<file path="config.mk">
export PLATFORM = sky130hd
export DESIGN_NAME = mmio_io_page
export DESIGN_NICKNAME = d
export VERILOG_FILES = /design/src/rtl/mmio_page_pkg.sv /design/src/rtl/mmio_page_decode.sv /design/src/rtl/kbd_port_regs.sv /design/src/rtl/dsp_port_regs.sv /design/src/rtl/mmio_io_page.sv
export SDC_FILE = /design/constraint.sdc
export NUM_CORES = 1
export LEC_CHECK = 0
export BUFFER_PORTS_ARGS = -buffer_cell sky130_fd_sc_hd__buf_2
export CELL_PAD_IN_SITES_DETAIL_PLACEMENT = 2
export CELL_PAD_IN_SITES_GLOBAL_PLACEMENT = 2
export CORE_MARGIN = 2
export CORE_UTILIZATION = 19
export CTS_CLUSTER_DIAMETER = 40
export DETAILED_ROUTE_END_ITERATION = 7
export PLACE_DENSITY = 0.76
export SYNTH_ARGS = -nofsm -noshare
export SYNTH_HDL_FRONTEND = slang
export SYNTH_SLANG_ARGS = --single-unit
</file>
<file path="constraint.sdc">
create_clock -name clk -period 1.3 [get_ports clk]
set_clock_uncertainty 0.05 [all_clocks]
set_input_delay 0.065 -clock clk [delete_from_list [all_inputs] [get_ports clk]]
set_output_delay 0.065 -clock clk [all_outputs]
set_load 0.1 [all_outputs]
</file>
<file path="src/rtl/mmio_page_pkg.sv">
package mmio_page_pkg;

  typedef enum logic [2:0] {
    SEL_RAM      = 3'd0,
    SEL_KB_STAT  = 3'd1,
    SEL_KB_DATA  = 3'd2,
    SEL_DSP_STAT = 3'd3,
    SEL_DSP_DATA = 3'd4,
    SEL_UNUSED   = 3'd5
  } page_sel_e;

  // Word offsets of the register words inside the device page
  localparam int unsigned OFS_KB_STAT  = 0;
  localparam int unsigned OFS_KB_DATA  = 2;
  localparam int unsigned OFS_DSP_STAT = 4;
  localparam int unsigned OFS_DSP_DATA = 6;

endpackage

</file>
<file path="src/rtl/mmio_page_decode.sv">
module mmio_page_decode
  import mmio_page_pkg::*;
#(
  parameter int unsigned ADDR_W   = 16,
  parameter logic [ADDR_W-1:0] DEV_BASE = 16'hFE00
) (
  input  logic [ADDR_W-1:0] addr,
  output page_sel_e         sel
);

  localparam logic [ADDR_W-1:0] KB_STAT_O  = ADDR_W'(OFS_KB_STAT);
  localparam logic [ADDR_W-1:0] KB_DATA_O  = ADDR_W'(OFS_KB_DATA);
  localparam logic [ADDR_W-1:0] DSP_STAT_O = ADDR_W'(OFS_DSP_STAT);
  localparam logic [ADDR_W-1:0] DSP_DATA_O = ADDR_W'(OFS_DSP_DATA);

  logic [ADDR_W-1:0] page_ofs;

  always_comb begin
    page_ofs = addr - DEV_BASE;
    if (addr < DEV_BASE) begin
      sel = SEL_RAM;
    end else begin
      if (page_ofs == KB_STAT_O)       sel = SEL_KB_STAT;
      else if (page_ofs == KB_DATA_O)  sel = SEL_KB_DATA;
      else if (page_ofs == DSP_STAT_O) sel = SEL_DSP_STAT;
      else if (page_ofs == DSP_DATA_O) sel = SEL_DSP_DATA;
      else                             sel = SEL_UNUSED;
    end
  end

endmodule

</file>
<file path="src/rtl/kbd_port_regs.sv">
module kbd_port_regs #(
  parameter int unsigned DATA_W = 16,
  parameter int unsigned CHAR_W = 8
) (
  input  logic              clk,
  input  logic              rst_n,
  input  logic              key_valid,
  input  logic [CHAR_W-1:0] key_char,
  input  logic              rd_take,
  output logic [DATA_W-1:0] stat_word,
  output logic [DATA_W-1:0] data_word
);

  localparam int unsigned FLAG_BIT = DATA_W - 1;

  logic              ready_q, ready_d;
  logic [CHAR_W-1:0] char_q;
  logic              load_en;

  // next state: a read frees the slot in the same cycle a new key may fill it
  always_comb begin
    load_en = key_valid && (!ready_q || rd_take);
    ready_d = ready_q;
    if (load_en)      ready_d = 1'b1;
    else if (rd_take) ready_d = 1'b0;
  end

  always_ff @(posedge clk or negedge rst_n) begin
    if (!rst_n) begin
      ready_q <= 1'b0;
      char_q  <= '0;
    end else begin
      ready_q <= ready_d;
      if (load_en) char_q <= key_char;
    end
  end

  always_comb begin
    stat_word           = '0;
    stat_word[FLAG_BIT] = ready_q;
    data_word           = '0;
    data_word[CHAR_W-1:0] = char_q;
  end

  assert_read_clears_R3: assert property (@(posedge clk) disable iff (!rst_n)
    (rd_take && !key_valid) |=> !ready_q);

  assert_full_drops_R4: assert property (@(posedge clk) disable iff (!rst_n)
    (ready_q && key_valid && !rd_take) |=> ($stable(char_q) && ready_q));

  assert_race_takes_R4: assert property (@(posedge clk) disable iff (!rst_n)
    (rd_take && key_valid) |=> ready_q);

endmodule

</file>
<file path="src/rtl/dsp_port_regs.sv">
module dsp_port_regs #(
  parameter int unsigned DATA_W = 16,
  parameter int unsigned CHAR_W = 8
) (
  input  logic              clk,
  input  logic              rst_n,
  input  logic              store,
  input  logic [DATA_W-1:0] store_word,
  input  logic              out_busy,
  output logic              out_valid,
  output logic [CHAR_W-1:0] out_char,
  output logic [DATA_W-1:0] stat_word
);

  localparam int unsigned FLAG_BIT = DATA_W - 1;

  logic              ready_q, ready_d;
  logic              valid_q, valid_d;
  logic [CHAR_W-1:0] char_q;
  logic              accept;
  logic              unused_hi;

  assign unused_hi = ^store_word[DATA_W-1:CHAR_W];

  always_comb begin
    accept  = store && ready_q;
    valid_d = accept;
    ready_d = ready_q;
    if (accept)                                ready_d = 1'b0;
    else if (!ready_q && !valid_q && !out_busy) ready_d = 1'b1;
  end

  always_ff @(posedge clk or negedge rst_n) begin
    if (!rst_n) begin
      ready_q <= 1'b1;
      valid_q <= 1'b0;
      char_q  <= '0;
    end else begin
      ready_q <= ready_d;
      valid_q <= valid_d;
      if (accept) char_q <= store_word[CHAR_W-1:0];
    end
  end

  assign out_valid = valid_q;
  assign out_char  = char_q;

  always_comb begin
    stat_word           = '0;
    stat_word[FLAG_BIT] = ready_q;
  end

  assert_store_starts_R7: assert property (@(posedge clk) disable iff (!rst_n)
    (store && ready_q) |=> (out_valid && !ready_q));

  assert_single_pulse_R7: assert property (@(posedge clk) disable iff (!rst_n)
    out_valid |=> !out_valid);

  assert_busy_holds_R8: assert property (@(posedge clk) disable iff (!rst_n)
    (!ready_q && out_busy) |=> !ready_q);

  assert_blocked_store_R9: assert property (@(posedge clk) disable iff (!rst_n)
    (store && !ready_q) |=> (!out_valid && $stable(char_q)));

endmodule

</file>
<file path="src/rtl/mmio_io_page.sv">
module mmio_io_page
  import mmio_page_pkg::*;
#(
  parameter int unsigned ADDR_W = 16,
  parameter int unsigned DATA_W = 16,
  parameter int unsigned CHAR_W = 8,
  parameter logic [ADDR_W-1:0] DEV_BASE = 16'hFE00
) (
  input  logic              clk,
  input  logic              rst_n,
  input  logic [ADDR_W-1:0] bus_addr,
  input  logic              bus_we,
  input  logic              bus_re,
  input  logic [DATA_W-1:0] bus_wdata,
  output logic [DATA_W-1:0] bus_rdata,
  output logic              ram_re,
  output logic              ram_we,
  input  logic [DATA_W-1:0] ram_rdata,
  input  logic              kb_valid,
  input  logic [CHAR_W-1:0] kb_char,
  output logic              dsp_valid,
  output logic [CHAR_W-1:0] dsp_char,
  input  logic              dsp_busy
);

  // reset: asserted at once, released on a clock edge
  logic rst_meta_q, rst_sync_n;

  always_ff @(posedge clk or negedge rst_n) begin
    if (!rst_n) begin
      rst_meta_q <= 1'b0;
      rst_sync_n <= 1'b0;
    end else begin
      rst_meta_q <= 1'b1;
      rst_sync_n <= rst_meta_q;
    end
  end

  page_sel_e         sel;
  logic              kb_take;
  logic              dsp_store;
  logic [DATA_W-1:0] kb_stat_w, kb_data_w, dsp_stat_w;

  mmio_page_decode #(
    .ADDR_W   (ADDR_W),
    .DEV_BASE (DEV_BASE)
  ) u_decode (
    .addr (bus_addr),
    .sel  (sel)
  );

  always_comb begin
    ram_re    = bus_re && (sel == SEL_RAM);
    ram_we    = bus_we && (sel == SEL_RAM);
    kb_take   = bus_re && (sel == SEL_KB_DATA);
    dsp_store = bus_we && (sel == SEL_DSP_DATA);
  end

  kbd_port_regs #(
    .DATA_W (DATA_W),
    .CHAR_W (CHAR_W)
  ) u_kbd (
    .clk       (clk),
    .rst_n     (rst_sync_n),
    .key_valid (kb_valid),
    .key_char  (kb_char),
    .rd_take   (kb_take),
    .stat_word (kb_stat_w),
    .data_word (kb_data_w)
  );

  dsp_port_regs #(
    .DATA_W (DATA_W),
    .CHAR_W (CHAR_W)
  ) u_dsp (
    .clk        (clk),
    .rst_n      (rst_sync_n),
    .store      (dsp_store),
    .store_word (bus_wdata),
    .out_busy   (dsp_busy),
    .out_valid  (dsp_valid),
    .out_char   (dsp_char),
    .stat_word  (dsp_stat_w)
  );

  always_comb begin
    unique case (sel)
      SEL_RAM:      bus_rdata = ram_rdata;
      SEL_KB_STAT:  bus_rdata = kb_stat_w;
      SEL_KB_DATA:  bus_rdata = kb_data_w;
      SEL_DSP_STAT: bus_rdata = dsp_stat_w;
      default:      bus_rdata = '0;
    endcase
  end

  assert_dev_isolated_R1: assert property (@(posedge clk) disable iff (!rst_sync_n)
    (bus_addr >= DEV_BASE) |-> (!ram_re && !ram_we));

  assert_ram_forwarded_R1: assert property (@(posedge clk) disable iff (!rst_sync_n)
    (bus_addr < DEV_BASE && bus_re) |-> (ram_re && bus_rdata == ram_rdata));

  assert_gap_reads_zero_R10: assert property (@(posedge clk) disable iff (!rst_sync_n)
    (bus_re && bus_addr >= DEV_BASE && (bus_addr - DEV_BASE) > ADDR_W'(OFS_DSP_DATA))
      |-> (bus_rdata == '0));

endmodule

</file>
### Word-level counts from Yosys, hierarchy flattened

Cells that the tools add are included.

| cells by class | value |
|---|---|
| add/subtract/negate cells | 1 |
| order comparisons | 1 |
| equality and inequality tests | 7 |
| mux-type cells | 10 |
| reductions and logical operators | 17 |

Operator list:

| operator | number |
|---|---|
| case mux 16 bit (4 select lines) | 1 |
| equality test 16 x 3 -> 1 bit, second input constant | 2 |
| equality test 16 x 2 -> 1 bit, second input constant | 1 |
| zero test 16 bit | 1 |
| < comparator 16 bit, second input constant | 1 |
| subtractor 16 bit, second input constant | 1 |
| two-way mux 3 bit | 4 |
| logical AND 1 bit | 8 |
| equality test 3 x 2 -> 1 bit, second input constant | 2 |
| two-way mux 1 bit | 5 |
| zero test 1 bit | 4 |
| nonzero test 2 bit | 2 |
| equality test 3 x 1 -> 1 bit, second input constant | 1 |
| equality test 3 bit, second input constant | 1 |
| zero test 3 bit | 1 |
| logical OR 1 bit | 1 |

| storage, ports and cells | value |
|---|---|
| flip-flop bits (word level) | 21 |
| output and inout port bits | 27 |
| word-level logic and storage cells | 43 |

### Depth between registers and ports, before layout

| depth | value |
|---|---|
| depth after elaboration | 12 |
| gate-level depth with buffers | 5 |

### By module

From an unflattened synthesis, not the netlist that was laid out.

| second synthesis, totals | value |
|---|---|
| cells, all modules | 167 |
| area, all modules | 1,873.0 um^2 |

Modules (own cells, without submodules):

| module | instances | cells an instance | area each (um^2) | sequential area each (um^2) |
|---|---|---|---|---|
| mmio_io_page | 1 | 65 | 669.4 | 50.0 |
| kbd_port_regs | 1 | 45 | 561.8 | 225.2 |
| dsp_port_regs | 1 | 39 | 491.7 | 251.5 |
| mmio_page_decode | 1 | 18 | 150.1 | 0.0 |

### Worst setup path before layout

No wires, ideal clock.

| path | value |
|---|---|
| path type | input-to-output |
| from | input bus_addr[9] |
| to | output bus_rdata[0] |
| arrival time | 1,963 ps |
| data required time | 1,185 ps |
| path slack | -778 ps |
| stages on the path | 5 |
| buffers on the path | 0 |
| cells stage by stage | ha_1 -> nor3_1 -> a31oi_1 -> nor4_2 -> a22o_1 |

| on the way | value |
|---|---|
| word-level cells in the longest chain between the ends | 9 |

RTL lines:

| what | RTL line | RTL |
|---|---|---|
| from (decl) | mmio_io_page.sv:11 | `input logic [ADDR_W-1:0] bus_addr,` |
| subtractor 16 bit | mmio_page_decode.sv:19 | `page_ofs = addr - DEV_BASE;` |
| equality test 16 x 3 -> 1 bit | mmio_page_decode.sv:26 | `else if (page_ofs == DSP_DATA_O) sel = SEL_DSP_DATA;` |
| two-way mux 1 bit | mmio_page_decode.sv:26 |  |
| two-way mux 3 bit | mmio_page_decode.sv:25 | `else if (page_ofs == DSP_STAT_O) sel = SEL_DSP_STAT;` |
| two-way mux 3 bit | mmio_page_decode.sv:24 | `else if (page_ofs == KB_DATA_O) sel = SEL_KB_DATA;` |
| two-way mux 3 bit | mmio_page_decode.sv:23 | `if (page_ofs == KB_STAT_O) sel = SEL_KB_STAT;` |
| two-way mux 3 bit * | mmio_page_decode.sv:20 | `if (addr < DEV_BASE) begin` |
| equality test 3 x 2 -> 1 bit (tied with other cells) | mmio_io_page.sv:87 | `unique case (sel)` |
| case mux 16 bit (4 select lines) * | mmio_io_page.sv:87 |  |
| to (decl) | mmio_io_page.sv:15 | `output logic [DATA_W-1:0] bus_rdata,` |

Mark *: on every way between the ends. The rest lies on a longest branch, timed or not.

### Final worst setup path

| path | value |
|---|---|
| from | register u_dsp.ready_q |
| to | register u_dsp.char_q[1] (netlist: u_dsp.out_char[1]) |

| on the way | value |
|---|---|
| word-level cells in the longest chain between the ends | 1 |

RTL lines:

| what | RTL line | RTL |
|---|---|---|
| from (decl) | dsp_port_regs.sv:17 | `logic ready_q, ready_d;` |
| from (signal assigned) | dsp_port_regs.sv:39 | `ready_q <= ready_d;` |
| logical AND 1 bit | dsp_port_regs.sv:26 | `accept = store && ready_q;` |
| to (signal assigned) | dsp_port_regs.sv:41 | `if (accept) char_q <= store_word[CHAR_W-1:0];` |
| to (decl) | dsp_port_regs.sv:19 | `logic [CHAR_W-1:0] char_q;` |

No other way between the ends.
A chain may end at the register's enable or synchronous reset.

==> impl_summary.log <==
INFO  metric status = complete, but fails checks
INFO  metric failing_checks = negative setup slack
INFO  metric synthCells = 91
INFO  metric global_route.peak_usage_layer = met2
INFO  metric number_of_max_cap_violations = 0
INFO  metric cts_root_buf = sky130_fd_sc_hd__clkbuf_8
INFO  metric proportion_of_layout_cells_with_a_drive_suffix_above_1 = 76.5%
INFO  metric first_global_vias = 1622
INFO  metric dpl.cell_count = 261
INFO  metric stdcell_count = 298
INFO  metric synth_seq_cells = 21
INFO  metric footprint_of_the_multi_input_gates = 870 um^2
INFO  metric post-place-ws = -0.445 ns
INFO  metric post_route_drc_violation_count = 0
INFO  metric grt_antenna_before_repair = 0
INFO  metric wl_per_cell = 19.9 um
INFO  metric synth.largest_area_cell = sky130_fd_sc_hd__dfrtp_1
INFO  metric area_delta_synth_final = 147%
INFO  metric peakVddDrop = 507 uV
INFO  metric grt_use_met2 = 34.7%
INFO  metric cts-buffers-inserted = 3
INFO  metric via_per_inst = 4.51
INFO  metric synthesis.area_per_instance = 12.3 um^2
INFO  metric final.fill_count = 565
INFO  metric final_max_slew_viol_count = 0
INFO  metric routed_wirelength = 5920 um
INFO  metric grt_setup_unrepaired = yes
INFO  metric placed_area = 0.00227 mm^2
INFO  metric timing.critical_path.from_type = flop
INFO  metric timing.reg2reg.worst_path_depth = 5
INFO  metric numClockSinks = 21
INFO  metric endpoint_kind = flop
INFO  metric die_span_in_y = 80.8 um
INFO  metric holdPathStages = 2
INFO  metric part_of_the_yosys_area_used_for_sequential_elements = 47.0%
INFO  metric worst_skew_pair.late_latency = 0.27 ns
INFO  metric yosys-top-cells-area = sky130_fd_sc_hd__dfrtp_1 45%, sky130_fd_sc_hd__mux2_2 16%, sky130_fd_sc_hd__a22o_1 7.0%
INFO  metric global_route.overflow_total = 0
INFO  metric leading_cell_types_by_count_after_synthesis = 20 x sky130_fd_sc_hd__dfrtp_1, 16 x sky130_fd_sc_hd__mux2_2, 9 x sky130_fd_sc_hd__a22o_1, 9 x sky130_fd_sc_hd__and2_1, 6 x sky130_fd_sc_hd__nor2_1
INFO  metric grt_use_total = 18.6%
INFO  metric setup_viol_count_final = 26
INFO  metric static_leakage = 1.33 nW
INFO  metric detail-route-antenna-nets = 0
INFO  metric detailedPlacementHpwl = 3710 um
INFO  metric post_synth_instance_area = 0.00112 mm^2
INFO  metric synth-edff-count = 0
INFO  metric predominant_post_synthesis_flop_cell = sky130_fd_sc_hd__dfrtp_1
INFO  metric timing.critical_path.arrival = 1.77 ns
INFO  metric yosys_warnings = 0
INFO  metric worstHoldPathType = in2reg
INFO  metric finalHoldViolations = 0
INFO  metric core_area = 0.00561 mm^2
INFO  metric crit_top_cell = sky130_fd_sc_hd__buf_4
INFO  metric cts_tree = yes
INFO  metric total_power = 0.00196 W
INFO  metric asyncSetResetFlopFracSynth = 100%
INFO  metric crit_chain = buf_4 > nand3_4 > nor4_4 > buf_4 > mux2_2
INFO  metric gpl.final_weighted_congestion = 0.763
INFO  metric clkSlewWorstSetupHoldPaths = 0.09 ns
INFO  metric final.period_utilization = 128%
INFO  metric mappedNetlistNets = 154
INFO  metric drt_first_pass_iters = 3
INFO  metric floorplan.die_area = 0.00653 mm^2
INFO  metric pwr_density_cell = 706 mW/mm^2
INFO  metric drt-initial-drc-count = 18
INFO  metric fp.dieW = 80.8 um
INFO  metric ctsHtreeMaxLevel = 1
INFO  metric cpPeakStageDelay = 0.55 ns
INFO  metric critical-path-slowest-cell = sky130_fd_sc_hd__dfstp_2
INFO  metric io_buffer_count = 80
INFO  metric grt_use_met1 = 22.7%
INFO  metric antenna-diode-count = 0
INFO  metric grt_pass1_wl = 9140 um
INFO  metric initial_core_util = 20.0%
INFO  metric num_vias = 1343
INFO  metric count_of_boundary_i_o_pins = 89
INFO  metric sequential_cell_area = 527 um^2
INFO  metric nNetsFinal = 290
INFO  metric layout_min_cycle_time = 1.66 ns
INFO  metric met3_usage = 2.22%
INFO  metric clock_tree.buffer_depth = 2
INFO  metric crit_path_max_fanout = 4
INFO  metric num_rows = 27
INFO  metric setup_ws = -0.360 ns
INFO  metric worst-setup-path-type = reg2reg
INFO  metric pin_count_of_the_biggest_net_entering_global_routing = 15
INFO  metric synth.top_cell.area_share = 44.6%
INFO  metric maxClockFrequency = 603 MHz
INFO  metric yosys.cell_types.count = 29
INFO  metric leading_cell_type_by_number_of_instances_after_synthesis = sky130_fd_sc_hd__dfrtp_1
INFO  metric required = 1.41 ns
INFO  metric finish.instance_area = 0.00277 mm^2
[stage by stage]
| stage | TNS [ns] | hold WS (ns) | util [%] |
|---|---|---|---|
| 2_1_floorplan | -6.87 | -0.281 | - |
| 3_3_place_gp | -9.05 | -0.198 | 40.4 |
| 3_5_place_dp | -9.91 | -0.195 | 40.4 |
| 4_1_cts | -4.74 | 0.00197 | 48.7 |
| 5_1_grt | -7.99 | 0.0230 | 49.4 |
| 6_report | -6.10 | 0.0107 | 49.4 |
[cell usage in the layout (no fill, tap or decap), types with 4 or more instances in the layout]
cell type | netlist | routed
sky130_fd_sc_hd__mux2_4 | 0 | 15
sky130_fd_sc_hd__and2_4 | 0 | 9
sky130_fd_sc_hd__dfrtp_1 | 20 | 20
sky130_fd_sc_hd__dlygate4sd3_1 | 0 | 18
sky130_fd_sc_hd__buf_4 | 0 | 25
sky130_fd_sc_hd__buf_6 | 0 | 7
sky130_fd_sc_hd__buf_12 | 0 | 22
sky130_fd_sc_hd__buf_2 | 0 | 56
sky130_fd_sc_hd__a22o_4 | 0 | 9
sky130_fd_sc_hd__nor2_1 | 6 | 4
[routing by layer]
metal | share of wire [%] | vias up
met5 | 0 | -
met4 | 0.88 | 0
met3 | 3.8 | 6
met2 | 55 | 46
met1 | 41 | 669
li1 | - | 622
[flip-flops by register name, indices dropped and copies added, names as in the netlist]
signal           count
u_kbd.ready_q        1
rst_meta_q           1
u_kbd.char_q         8
u_dsp.out_char       8
rst_sync_n           1
u_dsp.out_valid      1
u_dsp.ready_q        1
[critical path, delay by kind of cell, from the launching register on]
family | cells | cell delay [ns]
buf+inv | 2 | 0.33
flops | 1 | 0.55
simple gates | 2 | 0.29
mux | 1 | 0.33
[power breakdown]
group	switching (W)	total [W]	internal [W]
combinational	0.000404	0.000775	0.000371
sequential	0.0000306	0.000716	0.000685
clock	0.000250	0.000467	0.000217
total	0.000685	0.00196	0.00127
[area by class of cell]
| type | count | share of cell area (%) |
|---|---|---|
| Clock buffer | 3 | 1.49 |
| Clock inverter | 1 | 0.271 |
| Multi-Input combinational cell | 69 | 31.4 |
| Sequential cell | 21 | 19.0 |
| Tap cell | 72 | 3.25 |
| Timing Repair Buffer | 132 | 44.6 |
[cell families (layout without fill, tap and decap cells)]
kind of cell	after synthesis	after routing	synth area share, %
AOI/OAI and AO/OA	14	14	10.9
adders and majority gates	1	1	1.12
buffers and inverters	1	136	0.335
DFF	21	21	47.0
muxes	17	17	17.0
other	1	1	0.335
and+or+nand+nor	36	36	23.3
[final timing paths]
path / slack [ns] / to / from
min in group asynchronous: 0.06 / u_dsp.out_char[3]$_DFFE_PN0P_ / rst_sync_n$_DFF_PN0_
min reg2reg: 0.06 / u_dsp.out_char[3]$_DFFE_PN0P_ / rst_sync_n$_DFF_PN0_
max reg2reg: -0.36 / u_dsp.out_char[1]$_DFFE_PN0P_ / u_dsp.ready_q$_DFFE_PN1P_
min: 0.01 / u_kbd.ready_q$_DFFE_PN0P_ / kb_valid
max: -0.36 / u_dsp.out_char[1]$_DFFE_PN0P_ / u_dsp.ready_q$_DFFE_PN1P_
max in group asynchronous: 0.64 / u_kbd.char_q[6]$_DFFE_PN0P_ / rst_sync_n$_DFF_PN0_
[what timing repair did]
item                                   CTS  global route
gates cloned                             2             1
pin swaps                               11             5
setup endpoints to repair               36            35
resized for setup                       33             2
setup buffers                           11             4
hold buffers                            18             0
endpoints found under the hold margin   19             0
Note: power is estimated with default switching activity, not from simulation.
